File: src/rtl/vnic_pkg.sv
// Shared encodings for the vectored nested interrupt controller.
// Assumes a word-addressed bus whose top two address bits select the region.
package vnic_pkg;

    // Sense types held in mode bits [5:4]; bit 1 set means active-low polarity
    typedef enum logic [1:0] {
        SENSE_HI   = 2'b00,
        SENSE_RISE = 2'b01,
        SENSE_LO   = 2'b10,
        SENSE_FALL = 2'b11
    } sense_e;

    // Address regions
    localparam logic [1:0] RGN_MODE = 2'd0;
    localparam logic [1:0] RGN_VEC  = 2'd1;
    localparam logic [1:0] RGN_CTL  = 2'd2;

    // Control register offsets within RGN_CTL
    localparam int CTL_ACK  = 0;
    localparam int CTL_STAT = 1;
    localparam int CTL_MASK = 2;
    localparam int CTL_EN   = 3;
    localparam int CTL_DIS  = 4;
    localparam int CTL_CLR  = 5;
    localparam int CTL_EOI  = 6;
    localparam int CTL_SPUR = 7;

    // Mode field position of the sense code
    localparam int MODE_SENSE_LSB = 4;

endpackage

File: src/rtl/vnic_src_sense.sv
// One source front end: two-flop synchroniser, polarity fold, edge latch.
// Assumes raw_i is asynchronous. pend_o is the level for level senses and
// the latched edge for edge senses. clr_i drops the latch; a new edge in
// the same cycle wins over the clear.
module vnic_src_sense (
    input  logic            clk,
    input  logic            rst_n,
    input  logic            raw_i,
    input  vnic_pkg::sense_e sense_i,
    input  logic            clr_i,
    output logic            pend_o
);
    logic sync1_q, sync2_q, prev_q, edge_q;
    logic act_now, act_prev, edge_det;

    // Synchronise the input and keep one cycle of history
    always_ff @(posedge clk) begin
        if (!rst_n) begin
            sync1_q <= 1'b0;
            sync2_q <= 1'b0;
            prev_q  <= 1'b0;
        end else begin
            sync1_q <= raw_i;
            sync2_q <= sync1_q;
            prev_q  <= sync2_q;
        end
    end

    // Fold polarity so that 1 always means active
    always_comb begin
        act_now  = sync2_q ^ sense_i[1];
        act_prev = prev_q  ^ sense_i[1];
        edge_det = act_now & ~act_prev;
    end

    // Latch detected edges until cleared
    always_ff @(posedge clk) begin
        if (!rst_n) edge_q <= 1'b0;
        else        edge_q <= (edge_q & ~clr_i) | edge_det;
    end

    // Select level or latched edge as the pending state
    always_comb pend_o = sense_i[0] ? edge_q : act_now;

endmodule

File: src/rtl/vnic_arbiter.sv
// Priority selection: highest priority among requests above the current
// level; ties go to the lowest index. Purely combinational.
// Assumes lvl_any_i is 0 when nothing is in service (every priority qualifies).
module vnic_arbiter #(
    parameter int N_SRC  = 32,
    parameter int PRIO_W = 3,
    localparam int IW    = $clog2(N_SRC)
) (
    input  logic [N_SRC-1:0]        req_i,
    input  logic [N_SRC*PRIO_W-1:0] prio_i,
    input  logic                    lvl_any_i,
    input  logic [PRIO_W-1:0]       lvl_top_i,
    output logic                    win_valid_o,
    output logic [IW-1:0]           win_idx_o,
    output logic [PRIO_W-1:0]       win_prio_o
);
    // Linear scan: strict greater-than keeps the earliest index on ties
    always_comb begin
        win_valid_o = 1'b0;
        win_idx_o   = '0;
        win_prio_o  = '0;
        for (int i = 0; i < N_SRC; i++) begin
            if (req_i[i]
                && (!lvl_any_i || prio_i[i*PRIO_W +: PRIO_W] > lvl_top_i)
                && (!win_valid_o || prio_i[i*PRIO_W +: PRIO_W] > win_prio_o)) begin
                win_valid_o = 1'b1;
                win_idx_o   = IW'(i);
                win_prio_o  = prio_i[i*PRIO_W +: PRIO_W];
            end
        end
    end

    // a reported winner must be an actual request
    always_comb begin
        if (win_valid_o) begin
            win_req_chk: assert (req_i[win_idx_o]);
        end
    end

endmodule

File: src/rtl/vnic_nest_stack.sv
// Nesting stack of (priority, source) pairs for interrupts in service.
// Assumes push and pop never occur in the same cycle; a pop when empty is ignored.
module vnic_nest_stack #(
    parameter int DEPTH  = 8,
    parameter int PRIO_W = 3,
    parameter int IW     = 5,
    localparam int SW    = $clog2(DEPTH),
    localparam int CW    = $clog2(DEPTH + 1)
) (
    input  logic              clk,
    input  logic              rst_n,
    input  logic              push_i,
    input  logic [PRIO_W-1:0] push_prio_i,
    input  logic [IW-1:0]     push_idx_i,
    input  logic              pop_i,
    output logic              nonempty_o,
    output logic [PRIO_W-1:0] top_prio_o,
    output logic [IW-1:0]     top_idx_o
);
    logic [PRIO_W-1:0] prio_mem [DEPTH];
    logic [IW-1:0]     idx_mem  [DEPTH];
    logic [CW-1:0]     cnt_q;
    logic [SW-1:0]     top_sel;

    // Entry storage, written at the current depth on push
    always_ff @(posedge clk) begin
        if (!rst_n) begin
            for (int k = 0; k < DEPTH; k++) begin
                prio_mem[k] <= '0;
                idx_mem[k]  <= '0;
            end
        end else if (push_i && cnt_q < CW'(DEPTH)) begin
            prio_mem[SW'(cnt_q)] <= push_prio_i;
            idx_mem[SW'(cnt_q)]  <= push_idx_i;
        end
    end

    // Depth counter
    always_ff @(posedge clk) begin
        if (!rst_n)                             cnt_q <= '0;
        else if (push_i && cnt_q < CW'(DEPTH))  cnt_q <= cnt_q + CW'(1);
        else if (pop_i && cnt_q != '0)          cnt_q <= cnt_q - CW'(1);
    end

    // Top-of-stack view
    always_comb begin
        top_sel    = SW'(cnt_q - CW'(1));
        nonempty_o = (cnt_q != '0);
        top_prio_o = prio_mem[top_sel];
        top_idx_o  = idx_mem[top_sel];
    end


    // no_overflow_chk: strict priority ordering must bound the nesting depth
    no_overflow_chk: assert property (@(posedge clk) disable iff (!rst_n)
        push_i |-> (cnt_q < CW'(DEPTH)));


    eoi_pop_chk: assert property (@(posedge clk) disable iff (!rst_n)
        (pop_i && cnt_q != '0) |=> (cnt_q == $past(cnt_q) - CW'(1)));

endmodule

File: src/rtl/vnic_top.sv
// Vectored nested priority interrupt controller, top level.
// Holds the register file, decodes the bus, and joins the source front
// ends, arbiter and nesting stack. Assumes NUM_SRC is a power of two no
// larger than DATA_W and at least 8, and single-cycle bus accesses.
module vnic_top #(
    parameter int                 NUM_SRC    = 32,
    parameter int                 PRIO_W     = 3,
    parameter int                 NEST_DEPTH = 8,
    parameter int                 DATA_W     = 32,
    parameter logic [NUM_SRC-1:0] EXT_SRC    = 32'hF000_0000,
    parameter logic [DATA_W-1:0]  SPUR_INIT  = '0,
    localparam int                IW         = $clog2(NUM_SRC),
    localparam int                ADDR_W     = IW + 2
) (
    input  logic               clk,
    input  logic               rst_n,
    input  logic [NUM_SRC-1:0] src_i,
    input  logic               bus_en_i,
    input  logic               bus_we_i,
    input  logic [ADDR_W-1:0]  bus_addr_i,
    input  logic [DATA_W-1:0]  bus_wdata_i,
    output logic [DATA_W-1:0]  bus_rdata_o,
    output logic               irq_o
);
    import vnic_pkg::*;

    // Register state
    logic [PRIO_W-1:0]  mode_prio  [NUM_SRC];
    sense_e             mode_sense [NUM_SRC];
    logic [DATA_W-1:0]  vec_q      [NUM_SRC];
    logic [NUM_SRC-1:0] mask_q;
    logic [DATA_W-1:0]  spur_q;
    logic               spur_flag_q;
    logic               irq_q;

    // Decode
    logic [1:0]         rgn;
    logic [IW-1:0]      idx;
    logic               wr, rd;
    logic               wr_mode, wr_vec, wr_en, wr_dis, wr_clr, wr_eoi, wr_spur;
    logic               ack, ack_hit;
    sense_e             new_sense;

    // Datapath links
    logic [NUM_SRC-1:0]        pend, req, clr_vec;
    logic [NUM_SRC*PRIO_W-1:0] prio_flat;
    logic                      win_valid;
    logic [IW-1:0]             win_idx;
    logic [PRIO_W-1:0]         win_prio;
    logic                      stk_any;
    logic [PRIO_W-1:0]         stk_prio;
    logic [IW-1:0]             stk_idx;

    // Address and strobe decode
    always_comb begin
        rgn       = bus_addr_i[ADDR_W-1 -: 2];
        idx       = bus_addr_i[IW-1:0];
        wr        = bus_en_i & bus_we_i;
        rd        = bus_en_i & ~bus_we_i;
        wr_mode   = wr && rgn == RGN_MODE;
        wr_vec    = wr && rgn == RGN_VEC;
        wr_en     = wr && rgn == RGN_CTL && idx == IW'(CTL_EN);
        wr_dis    = wr && rgn == RGN_CTL && idx == IW'(CTL_DIS);
        wr_clr    = wr && rgn == RGN_CTL && idx == IW'(CTL_CLR);
        wr_eoi    = wr && rgn == RGN_CTL && idx == IW'(CTL_EOI);
        wr_spur   = wr && rgn == RGN_CTL && idx == IW'(CTL_SPUR);
        ack       = rd && rgn == RGN_CTL && idx == IW'(CTL_ACK);
        ack_hit   = ack & win_valid;
        new_sense = sense_e'(bus_wdata_i[MODE_SENSE_LSB +: 2]);
    end

    // Mode registers; active-low senses only land on external sources
    always_ff @(posedge clk) begin
        if (!rst_n) begin
            for (int k = 0; k < NUM_SRC; k++) begin
                mode_prio[k]  <= '0;
                mode_sense[k] <= SENSE_HI;
            end
        end else if (wr_mode) begin
            mode_prio[idx] <= bus_wdata_i[PRIO_W-1:0];
            if (!new_sense[1] || EXT_SRC[idx]) mode_sense[idx] <= new_sense;
        end
    end

    // Vector registers
    always_ff @(posedge clk) begin
        if (!rst_n) begin
            for (int k = 0; k < NUM_SRC; k++) vec_q[k] <= '0;
        end else if (wr_vec) begin
            vec_q[idx] <= bus_wdata_i;
        end
    end

    // Enable mask: set and clear commands touch only bits written as 1
    always_ff @(posedge clk) begin
        if (!rst_n)      mask_q <= '0;
        else if (wr_en)  mask_q <= mask_q | bus_wdata_i[NUM_SRC-1:0];
        else if (wr_dis) mask_q <= mask_q & ~bus_wdata_i[NUM_SRC-1:0];
    end

    // Spurious vector register
    always_ff @(posedge clk) begin
        if (!rst_n)       spur_q <= SPUR_INIT;
        else if (wr_spur) spur_q <= bus_wdata_i;
    end

    // Marks that the latest acknowledge found nothing
    always_ff @(posedge clk) begin
        if (!rst_n)      spur_flag_q <= 1'b0;
        else if (ack)    spur_flag_q <= ~win_valid;
        else if (wr_eoi) spur_flag_q <= 1'b0;
    end

    // Interrupt output, forced low in the cycle after an acknowledge
    always_ff @(posedge clk) begin
        if (!rst_n)   irq_q <= 1'b0;
        else if (ack) irq_q <= 1'b0;
        else          irq_q <= win_valid;
    end
    assign irq_o = irq_q;

    // Edge clears from the clear command and from the winning acknowledge
    always_comb begin
        clr_vec = wr_clr ? bus_wdata_i[NUM_SRC-1:0] : '0;
        if (ack_hit) clr_vec[win_idx] = 1'b1;
        req = pend & mask_q;
    end

    // Per-source front ends and the flattened priority vector
    for (genvar g = 0; g < NUM_SRC; g++) begin : g_src
        vnic_src_sense u_sense (
            .clk     (clk),
            .rst_n   (rst_n),
            .raw_i   (src_i[g]),
            .sense_i (mode_sense[g]),
            .clr_i   (clr_vec[g]),
            .pend_o  (pend[g])
        );
        assign prio_flat[g*PRIO_W +: PRIO_W] = mode_prio[g];
    end

    vnic_arbiter #(
        .N_SRC  (NUM_SRC),
        .PRIO_W (PRIO_W)
    ) u_arb (
        .req_i       (req),
        .prio_i      (prio_flat),
        .lvl_any_i   (stk_any),
        .lvl_top_i   (stk_prio),
        .win_valid_o (win_valid),
        .win_idx_o   (win_idx),
        .win_prio_o  (win_prio)
    );

    vnic_nest_stack #(
        .DEPTH  (NEST_DEPTH),
        .PRIO_W (PRIO_W),
        .IW     (IW)
    ) u_stack (
        .clk         (clk),
        .rst_n       (rst_n),
        .push_i      (ack_hit),
        .push_prio_i (win_prio),
        .push_idx_i  (win_idx),
        .pop_i       (wr_eoi),
        .nonempty_o  (stk_any),
        .top_prio_o  (stk_prio),
        .top_idx_o   (stk_idx)
    );

    // Read multiplexer
    always_comb begin
        bus_rdata_o = '0;
        if (rd) begin
            unique case (rgn)
                RGN_MODE: begin
                    bus_rdata_o[PRIO_W-1:0]           = mode_prio[idx];
                    bus_rdata_o[MODE_SENSE_LSB +: 2]  = mode_sense[idx];
                end
                RGN_VEC: bus_rdata_o = vec_q[idx];
                RGN_CTL: begin
                    if (idx == IW'(CTL_ACK))
                        bus_rdata_o = win_valid ? vec_q[win_idx] : spur_q;
                    else if (idx == IW'(CTL_STAT))
                        bus_rdata_o = (spur_flag_q || !stk_any) ? '0 : DATA_W'(stk_idx);
                    else if (idx == IW'(CTL_MASK))
                        bus_rdata_o = DATA_W'(mask_q);
                    else if (idx == IW'(CTL_SPUR))
                        bus_rdata_o = spur_q;
                end
                default: bus_rdata_o = '0;
            endcase
        end
    end


    ack_drop_chk: assert property (@(posedge clk) disable iff (!rst_n)
        ack |=> !irq_o);


    en_cmd_chk: assert property (@(posedge clk) disable iff (!rst_n)
        wr_en |=> ((mask_q & $past(bus_wdata_i[NUM_SRC-1:0])) == $past(bus_wdata_i[NUM_SRC-1:0])));


    dis_cmd_chk: assert property (@(posedge clk) disable iff (!rst_n)
        wr_dis |=> ((mask_q & $past(bus_wdata_i[NUM_SRC-1:0])) == '0));


    spur_keep_chk: assert property (@(posedge clk) disable iff (!rst_n)
        (ack && !win_valid) |=> $stable(stk_any) && $stable(stk_prio));

endmodule

File: config.mk
export PLATFORM = sky130hd
export DESIGN_NAME = vnic_top
export DESIGN_NICKNAME = d
export VERILOG_FILES = /design/src/rtl/vnic_pkg.sv /design/src/rtl/vnic_src_sense.sv /design/src/rtl/vnic_arbiter.sv /design/src/rtl/vnic_nest_stack.sv /design/src/rtl/vnic_top.sv
export SDC_FILE = /design/constraint.sdc
export NUM_CORES = 2
export LEC_CHECK = 0
export BUFFER_PORTS_ARGS = -buffer_cell sky130_fd_sc_hd__buf_4
export CORE_ASPECT_RATIO = 1.25
export CORE_MARGIN = 5
export CORE_UTILIZATION = 35
export DETAILED_ROUTE_END_ITERATION = 6
export PLACE_DENSITY = 0.49
export SETUP_SLACK_MARGIN = 0.15
export SYNTH_ARGS = -nofsm -noshare
export SYNTH_HDL_FRONTEND = slang
export SYNTH_SLANG_ARGS = --single-unit
File: constraint.sdc
create_clock -name clk -period 125.8 [get_ports clk]
set_clock_uncertainty 0.2 [all_clocks]
set_input_delay 12.58 -clock clk [delete_from_list [all_inputs] [get_ports clk]]
set_output_delay 12.58 -clock clk [all_outputs]
set_load 0.03 [all_outputs]
Word-level counts from Yosys, hierarchy flattened
Memory sizes are Yosys's and may differ from the RTL's.
Cells that the tools add are included.
{"block": "word_totals", "regBits": 198, "latchBits": 0, "ramBits": 1248, "rom_bits": 32, "in_bits": 75, "elab_cells": 816, "n_memories": 6}
{"memory": "vec_q", "words": 32, "word_bits": 32, "rd": 2, "rd_ports_with_merged_regs": 0, "write_ports": 32, "line_no": "vnic_top.sv:30", "text": "logic [DATA_W-1:0] vec_q [NUM_SRC];"}
{"memory": "mode_prio", "words": 32, "word_bits": 3, "rd": 33, "rd_ports_with_merged_regs": 0, "write_ports": 32, "line_no": "vnic_top.sv:28", "text": "logic [PRIO_W-1:0] mode_prio [NUM_SRC];"}
{"memory": "mode_sense", "words": 32, "word_bits": 2, "rd": 33, "rd_ports_with_merged_regs": 0, "write_ports": 32, "line_no": "vnic_top.sv:29", "text": "sense_e mode_sense [NUM_SRC];"}
{"memory": "u_stack.idx_mem", "words": 8, "word_bits": 5, "rd": 1, "rd_ports_with_merged_regs": 0, "write_ports": 8, "line_no": "vnic_nest_stack.sv:21", "text": "logic [IW-1:0] idx_mem [DEPTH];"}
{"memory": "(name not given)", "words": 32, "word_bits": 1, "rd": 1, "rd_ports_with_merged_regs": 0, "write_ports": 0, "line_no": "vnic_top.sv:81", "text": "if (!new_sense[1] || EXT_SRC[idx]) mode_sense[idx] <= new_sense;"}
{"memory": "u_stack.prio_mem", "words": 8, "word_bits": 3, "rd": 1, "rd_ports_with_merged_regs": 0, "write_ports": 8, "line_no": "vnic_nest_stack.sv:20", "text": "logic [PRIO_W-1:0] prio_mem [DEPTH];"}
{"block": "classes", "add_sub_neg": 2, "n_mul": 0, "n_div": 0, "n_lt_le_gt_ge": 67, "eq_ne": 9, "n_shift": 0, "mux": 178, "bitwise_logic": 235, "reduce_logical": 186}
{"op": "$mux W32", "count": 11}
{"op": "$gt A3 B3 Y1", "count": 63}
{"op": "$mux W3", "count": 40}
{"op": "$mux W5", "count": 21}
{"op": "$mux W1", "count": 88}
{"op": "$logic_and A1 B1 Y1", "count": 76}
{"op": "$and A1 B1 Y1", "count": 67}
{"op": "$not A1 Y1", "count": 67}
{"op": "$logic_or A1 B1 Y1", "count": 65}
{"op": "$and A32 B32 Y32", "count": 2}
{"op": "$or A32 B32 Y32", "count": 2}
{"op": "$xor A1 B1 Y1", "count": 64}
{"op": "$pmux W26 S2", "count": 1}
{"op": "$mux W4", "count": 10}
{"op": "$logic_not A1 Y1", "count": 33}
{"op": "$not A32 Y32", "count": 1}
{"op": "$or A1 B1 Y1", "count": 32}
{"op": "$reduce_or A32 Y1", "count": 1}
{"op": "$eq A5 B3 Y1 const B", "count": 4}
{"op": "$lt A5 B6 Y1 const B", "count": 2}
{"op": "$eq A5 B2 Y1 const B", "count": 2}
{"op": "$pmux W3 S3", "count": 1}
{"op": "$mux W2", "count": 3}
{"op": "$pmux W2 S3", "count": 1}
{"op": "16 further kinds", "count": 20}

Logic depth before layout (Yosys ltp)
An unclocked memory read counts as a cell.
{"block": "depth", "depth_word": 139, "depth_mapped": 310, "depth_no_buf": 292}

Modules after synthesis
From an unflattened synthesis, not the netlist that was laid out.
{"block": "unflattened", "hier_cells": 6863, "hier_area_um2": 83131.0}
{"module": "vnic_top", "n_inst": 1, "cells_each": 5229, "area_per_inst_um2": 67873.8}
{"module": "vnic_arbiter", "n_inst": 1, "cells_each": 973, "area_per_inst_um2": 7043.0}
{"module": "vnic_src_sense", "n_inst": 32, "cells_each": 14, "area_per_inst_um2": 155.1}
{"module": "vnic_nest_stack", "n_inst": 1, "cells_each": 213, "area_per_inst_um2": 3249.4}

Least setup slack after synthesis
No wires, ideal clock.
{"block": "synth_timing", "kind": "register -> output", "from": "register u_stack.cnt_q[0]", "to": "output port bus_rdata_o[12]", "arrival_ns": 51.597, "path_slack_ns": 61.423, "stages_incl_launch_ff": 278, "cell_sequence": "dfxtp_1 -> clkbuf_1 -> buf_1 -> clkbuf_1 -> inv_1 -> ha_1 -> buf_1 -> clkbuf_1 -> mux4_2 -> mux2i_1 -> ha_1 -> a211oi_1 -> o21ai_2 -> and3_1 -> inv_1 -> ha_1 -> nand3_1 -> o21ai_0 -> (+242 left out) -> a21o_1 -> ha_1 -> nor2b_1 -> o21a_1 -> o21ai_0 -> nor2_1 -> a311o_1 -> clkbuf_1 -> a21oi_1 -> nor3_1 -> a21oi_1 -> buf_2 -> nor3_1 -> clkbuf_1 -> a22oi_1 -> nand2_1 -> o311a_1 -> a211oi_1"}
{"block": "synth_between", "elab_chain_len": 135}
{"element": "start: declaration", "line_no": "vnic_nest_stack.sv:22", "text": "logic [CW-1:0] cnt_q;"}
{"element": "start signal: assignment", "line_no": "vnic_nest_stack.sv:41", "text": "else if (push_i && cnt_q < CW'(DEPTH)) cnt_q <= cnt_q + CW'(1);"}
{"element": "start signal: assignment", "line_no": "vnic_nest_stack.sv:42", "text": "else if (pop_i && cnt_q != '0) cnt_q <= cnt_q - CW'(1);"}
{"element": "$sub A4 B1 Y4"}
{"element": "$mem_v2 Z8 W3"}
{"element": "$gt A3 B3 Y1", "line_no": "vnic_arbiter.sv:24", "text": "&& (!lvl_any_i || prio_i[i*PRIO_W +: PRIO_W] > lvl_top_i)"}
{"element": "$logic_or A1 B1 Y1", "line_no": "vnic_arbiter.sv:24"}
{"element": "$logic_and A1 B1 Y1", "line_no": "vnic_arbiter.sv:24"}
{"element": "$mux W3 or $mux W1 (tied branches)", "line_no": "vnic_arbiter.sv:23", "text": "if (req_i[i]"}
{"element": "$gt A3 B3 Y1 or $logic_not A1 Y1 (tied branches)", "line_no": "vnic_arbiter.sv:25", "text": "&& (!win_valid_o || prio_i[i*PRIO_W +: PRIO_W] > win_prio_o)) begin"}
{"element": "$logic_or A1 B1 Y1", "line_no": "vnic_arbiter.sv:25"}
{"element": "(+119 left out)"}
{"element": "$logic_or A1 B1 Y1", "line_no": "vnic_arbiter.sv:25"}
{"element": "$logic_and A1 B1 Y1", "line_no": "vnic_arbiter.sv:25"}
{"element": "$mux W5", "line_no": "vnic_arbiter.sv:23"}
{"element": "$mem_v2 Z32 W32"}
{"element": "$mux W32 *", "line_no": "vnic_top.sv:183", "text": "bus_rdata_o = win_valid ? vec_q[win_idx] : spur_q;"}
{"element": "$mux W32 *", "line_no": "vnic_top.sv:182", "text": "if (idx == IW'(CTL_ACK))"}
{"element": "$pmux W26 S2 *", "line_no": "vnic_top.sv:175", "text": "unique case (rgn)"}
{"element": "$mux W32 *", "line_no": "vnic_top.sv:174", "text": "if (rd) begin"}
{"element": "end: declaration", "line_no": "vnic_top.sv:22", "text": "output logic [DATA_W-1:0] bus_rdata_o,"}
Mark *: on every way between the ends. The rest lies on a longest branch, timed or not.

Worst setup path after layout
{"block": "layout_timing", "from": "register u_stack.cnt_q[1]", "to": "output port bus_rdata_o[20]"}
Same word-level chain as after synthesis.

==> summary.md <==
| Metric | Value |
|---|---|
| CTS root buffer | clkbuf_16 |
| Postcts setup bufs | 0 |
| Clk buf depth | 3 |
| Clk_lat worst skew | roughly 0.88 ns |
| Fmax achieved | 0.01376 GHz |
| Outcome | complete, no violations |
| Count of pins over their slew limit | 0 |
| Share of the synthesized area in the top cell type | 0.4598 |
| Post-synth EDFFs | approximately 1200 |
| Synth warn | 0 |
| I/O Pins | 108 |
| FP Rows | just under 200 |
| Fillcell total | 22330 |
| Final design utilization | 0.3944 |
| Synth Register Bits | 1446 |
| Setup crit start kind | flop |
| NumNets Final | 7294 |
| Gr ovfl total | 0 |
| Power Density | about 13 mW/mm^2 |
| Worst slew pin tran | between 1 and 1.5 ns |
| DP HPWL | around 240 mm |
| Synth cell count leaders | edfxtp_1, and2_1, nand2_1 |
| Syn avg cell area | 11.33 sq um |
| Most frequent cell after synthesis | edfxtp_1 |
| Cts bufs inserted | 164 |
| Hold_buf cts | 0 |
| Worst vdd ir | 0.01106 mV |
| Area Overhead vs Synth | 12.46% |
| CP Max Fanout | 51 |
| RSZ-0062 raised after global routing | false |
| WL/cell | 37.83 um |
| Largest cells by area after synthesis | edfxtp_1, mux4_2, and2_1, dfxtp_1, nand2_1 |
| Post-route cell area | 0.09166 sq mm |
| ANT nets after route | 0 |
| Post-synthesis async set-or-reset flop share | 0 |
| TritonRoute pass-1 iters | 6 |
| Die height | 549.5 um |
| First-pass GRT wire length | 527.2 mm |
| Worst R2R Path Depth | between 200 and 300 |
| Starting Density | 0.3508 |
| Buffers on Ports | 107 |
| CP Capture Type | primary output |
| GP Congestion | 0.9216 |
| Synth Instances | 7197 |
| DR iter-0 viols | 9376 |
| Share of layout cells above drive strength 1 | 0.1482 |
| Clk sinks | 1446 |
| CP Class | reg -> out |
| Worst EP arrival | 59.89 ns |
| DIE WIDTH | approximately 440 um |
| Vias/cell | 6.264 |
| Via count | about 65000 |
| Crit path top cell by count | ha_1 |
| Post-Route WL | about 390 mm |
| Number of max-cap violations | 0 |
| Leak | 32.17 nW |
| Cell area after synthesis | 0.08151 sq mm |
| CTS tree | built |
| Core area | 0.2324 sq mm |
| Sequential-to-total area share from yosys stat | 0.5084 |
| Synth unique cells | 102 |
| Synth area leader | edfxtp_1 |
| Pwr Total | 1.172 mW |
| Synth Flop Type | edfxtp_1 |
| Antenna violations before repair | 50 |
| Total track usage | 0.3109 |
| Setup total negative slack | 0 ns |
| Min Clock Period, post-route | 72.67 ns |
| Slowest CP cell | o311ai_0 |
| Slew headroom | 0.1154 |
| Die ar. | between 0.2 and 0.25 sq mm |
| Post-cts resize count | 0 |
| Placed inst area | 0.08593 sq mm |
| H-tree level count | 4 |
| CP required | 113.02 ns |
| Hold crit path type | reg -> reg |
| Final hold violations | 0 |
| Setup violators final | 0 |
| Hold Path Stages | 1 |
| Drt drc | 0 |
| Clock transition at path regs | 0.06 ns |
| Vias in the first global route | 62790 |
| Largest net degree at the start of global routing | 120 |
| Period utilisation layout | 0.5777 |
| CP peak stage delay | 0.90 ns |
-- critical path: cells and delay by family, from the launching register on --
| kind | cells | cell delay, ns |
|---|---|---|
| compound gates | 143 | 31.57 |
| fa+ha+maj | 33 | 9.47 |
| buf+inv | 17 | 3.04 |
| flops | 1 | 0.53 |
| mux | 9 | 3.19 |
| simple gates | 66 | 11.01 |
-- power breakdown --
group	switching, mW	internal (mW)
sequential	0.0159	0.543
combinational	0.0675	0.0356
clock	0.221	0.290
-- final timing paths --
kind	startpoint	endpoint	slack (ns)
min	g_src[11].u_sense.sync1_q$_SDFF_PN0_	g_src[11].u_sense.sync2_q$_SDFF_PN0_	0.23
min reg2reg	g_src[11].u_sense.sync1_q$_SDFF_PN0_	g_src[11].u_sense.sync2_q$_SDFF_PN0_	0.23
max reg2reg	u_stack.cnt_q[1]$_SDFFE_PN0P_	g_src[15].u_sense.edge_q$_SDFF_PN0_	67.50
max	u_stack.cnt_q[1]$_SDFFE_PN0P_	bus_rdata_o[20]	53.13
-- state kept, by name, indices dropped and copies added, names as in the netlist, named ones only --
name and cells:
g_src.u_sense.edge_q 32, g_src.u_sense.prev_q 32, g_src.u_sense.sync1_q 32, g_src.u_sense.sync2_q 32, irq_o 1, mode_prio 96
mode_sense 64, spur_flag_q 1, spur_q 32, u_stack.cnt_q 4, u_stack.idx_mem 40, u_stack.prio_mem 24
vec_q 1024
-- cell families after synthesis --
| kind of cell | count (synthesis) | synth area share |
|---|---|---|
| AOI/OAI and AO/OA | 1093 | 0.09559 |
| and+or+nand+nor | 3040 | 0.1924 |
| buffers and inverters | 747 | 0.03701 |
| DFF | 1446 | 0.5084 |
| xor gates and xnor gates | 30 | 0.003224 |
| muxes | 666 | 0.1366 |
| other | 1 | 0.00004601 |
| adders and majority gates | 174 | 0.02671 |
-- layout by cell type (no fill, tap or decap), types with 85 or more instances in the layout --
| cell type | netlist | final |
|---|---|---|
| buf_4 | 17 | 284 |
| o21ai_0 | 189 | 163 |
| a32oi_1 | 98 | 98 |
| nor2_1 | 296 | 261 |
| a21oi_1 | 175 | 173 |
| a22oi_1 | 104 | 104 |
| inv_1 | 109 | 109 |
| mux2i_1 | 288 | 286 |
| ha_1 | 174 | 173 |
| clkbuf_16 | 0 | 168 |
| nand3_1 | 186 | 186 |
| and2_1 | 1049 | 1039 |
| a21boi_0 | 85 | 85 |
| mux4_2 | 355 | 355 |
| edfxtp_1 | 1248 | 1248 |
| nand2_1 | 965 | 963 |
| dfxtp_1 | 198 | 198 |
| and3_1 | 246 | 245 |
-- metal layers --
layer / share of wire / up-vias / GRT usage
met4: 0.082 / 20 / 0.2198
met5: 0.00032 / - / 0
met1: 0.36 / 32870 / 0.3752
met3: 0.096 / 1222 / 0.06462
li1: - / 26310 / -
met2: 0.46 / 4126 / 0.4980
-- layout make-up --
class,instances,area (sq um),share of cell area
antenna,17,42.54,0.0004641
clock buffer,237,4673,0.05098
clock inverter,71,1017,0.01110
inverter,111,421.7,0.004600
multi-input combinational,5031,37930,0.4138
sequential,1446,41440,0.4521
tap,3100,3879,0.04232
timing repair buffer,291,2257,0.02463
-- per-stage QoR --
step,cells,hold WS [ns],setup WS (ns)
2_1_floorplan,7224,0.2119,61.42
5_1_grt,10290,0.2483,48.57
3_3_place_gp,9979,0.2241,56.21
4_1_cts,10290,0.2388,54.08
3_5_place_dp,9979,0.2252,55.22
6_report,10300,0.2319,53.13
(Power assumes the default switching activity.)
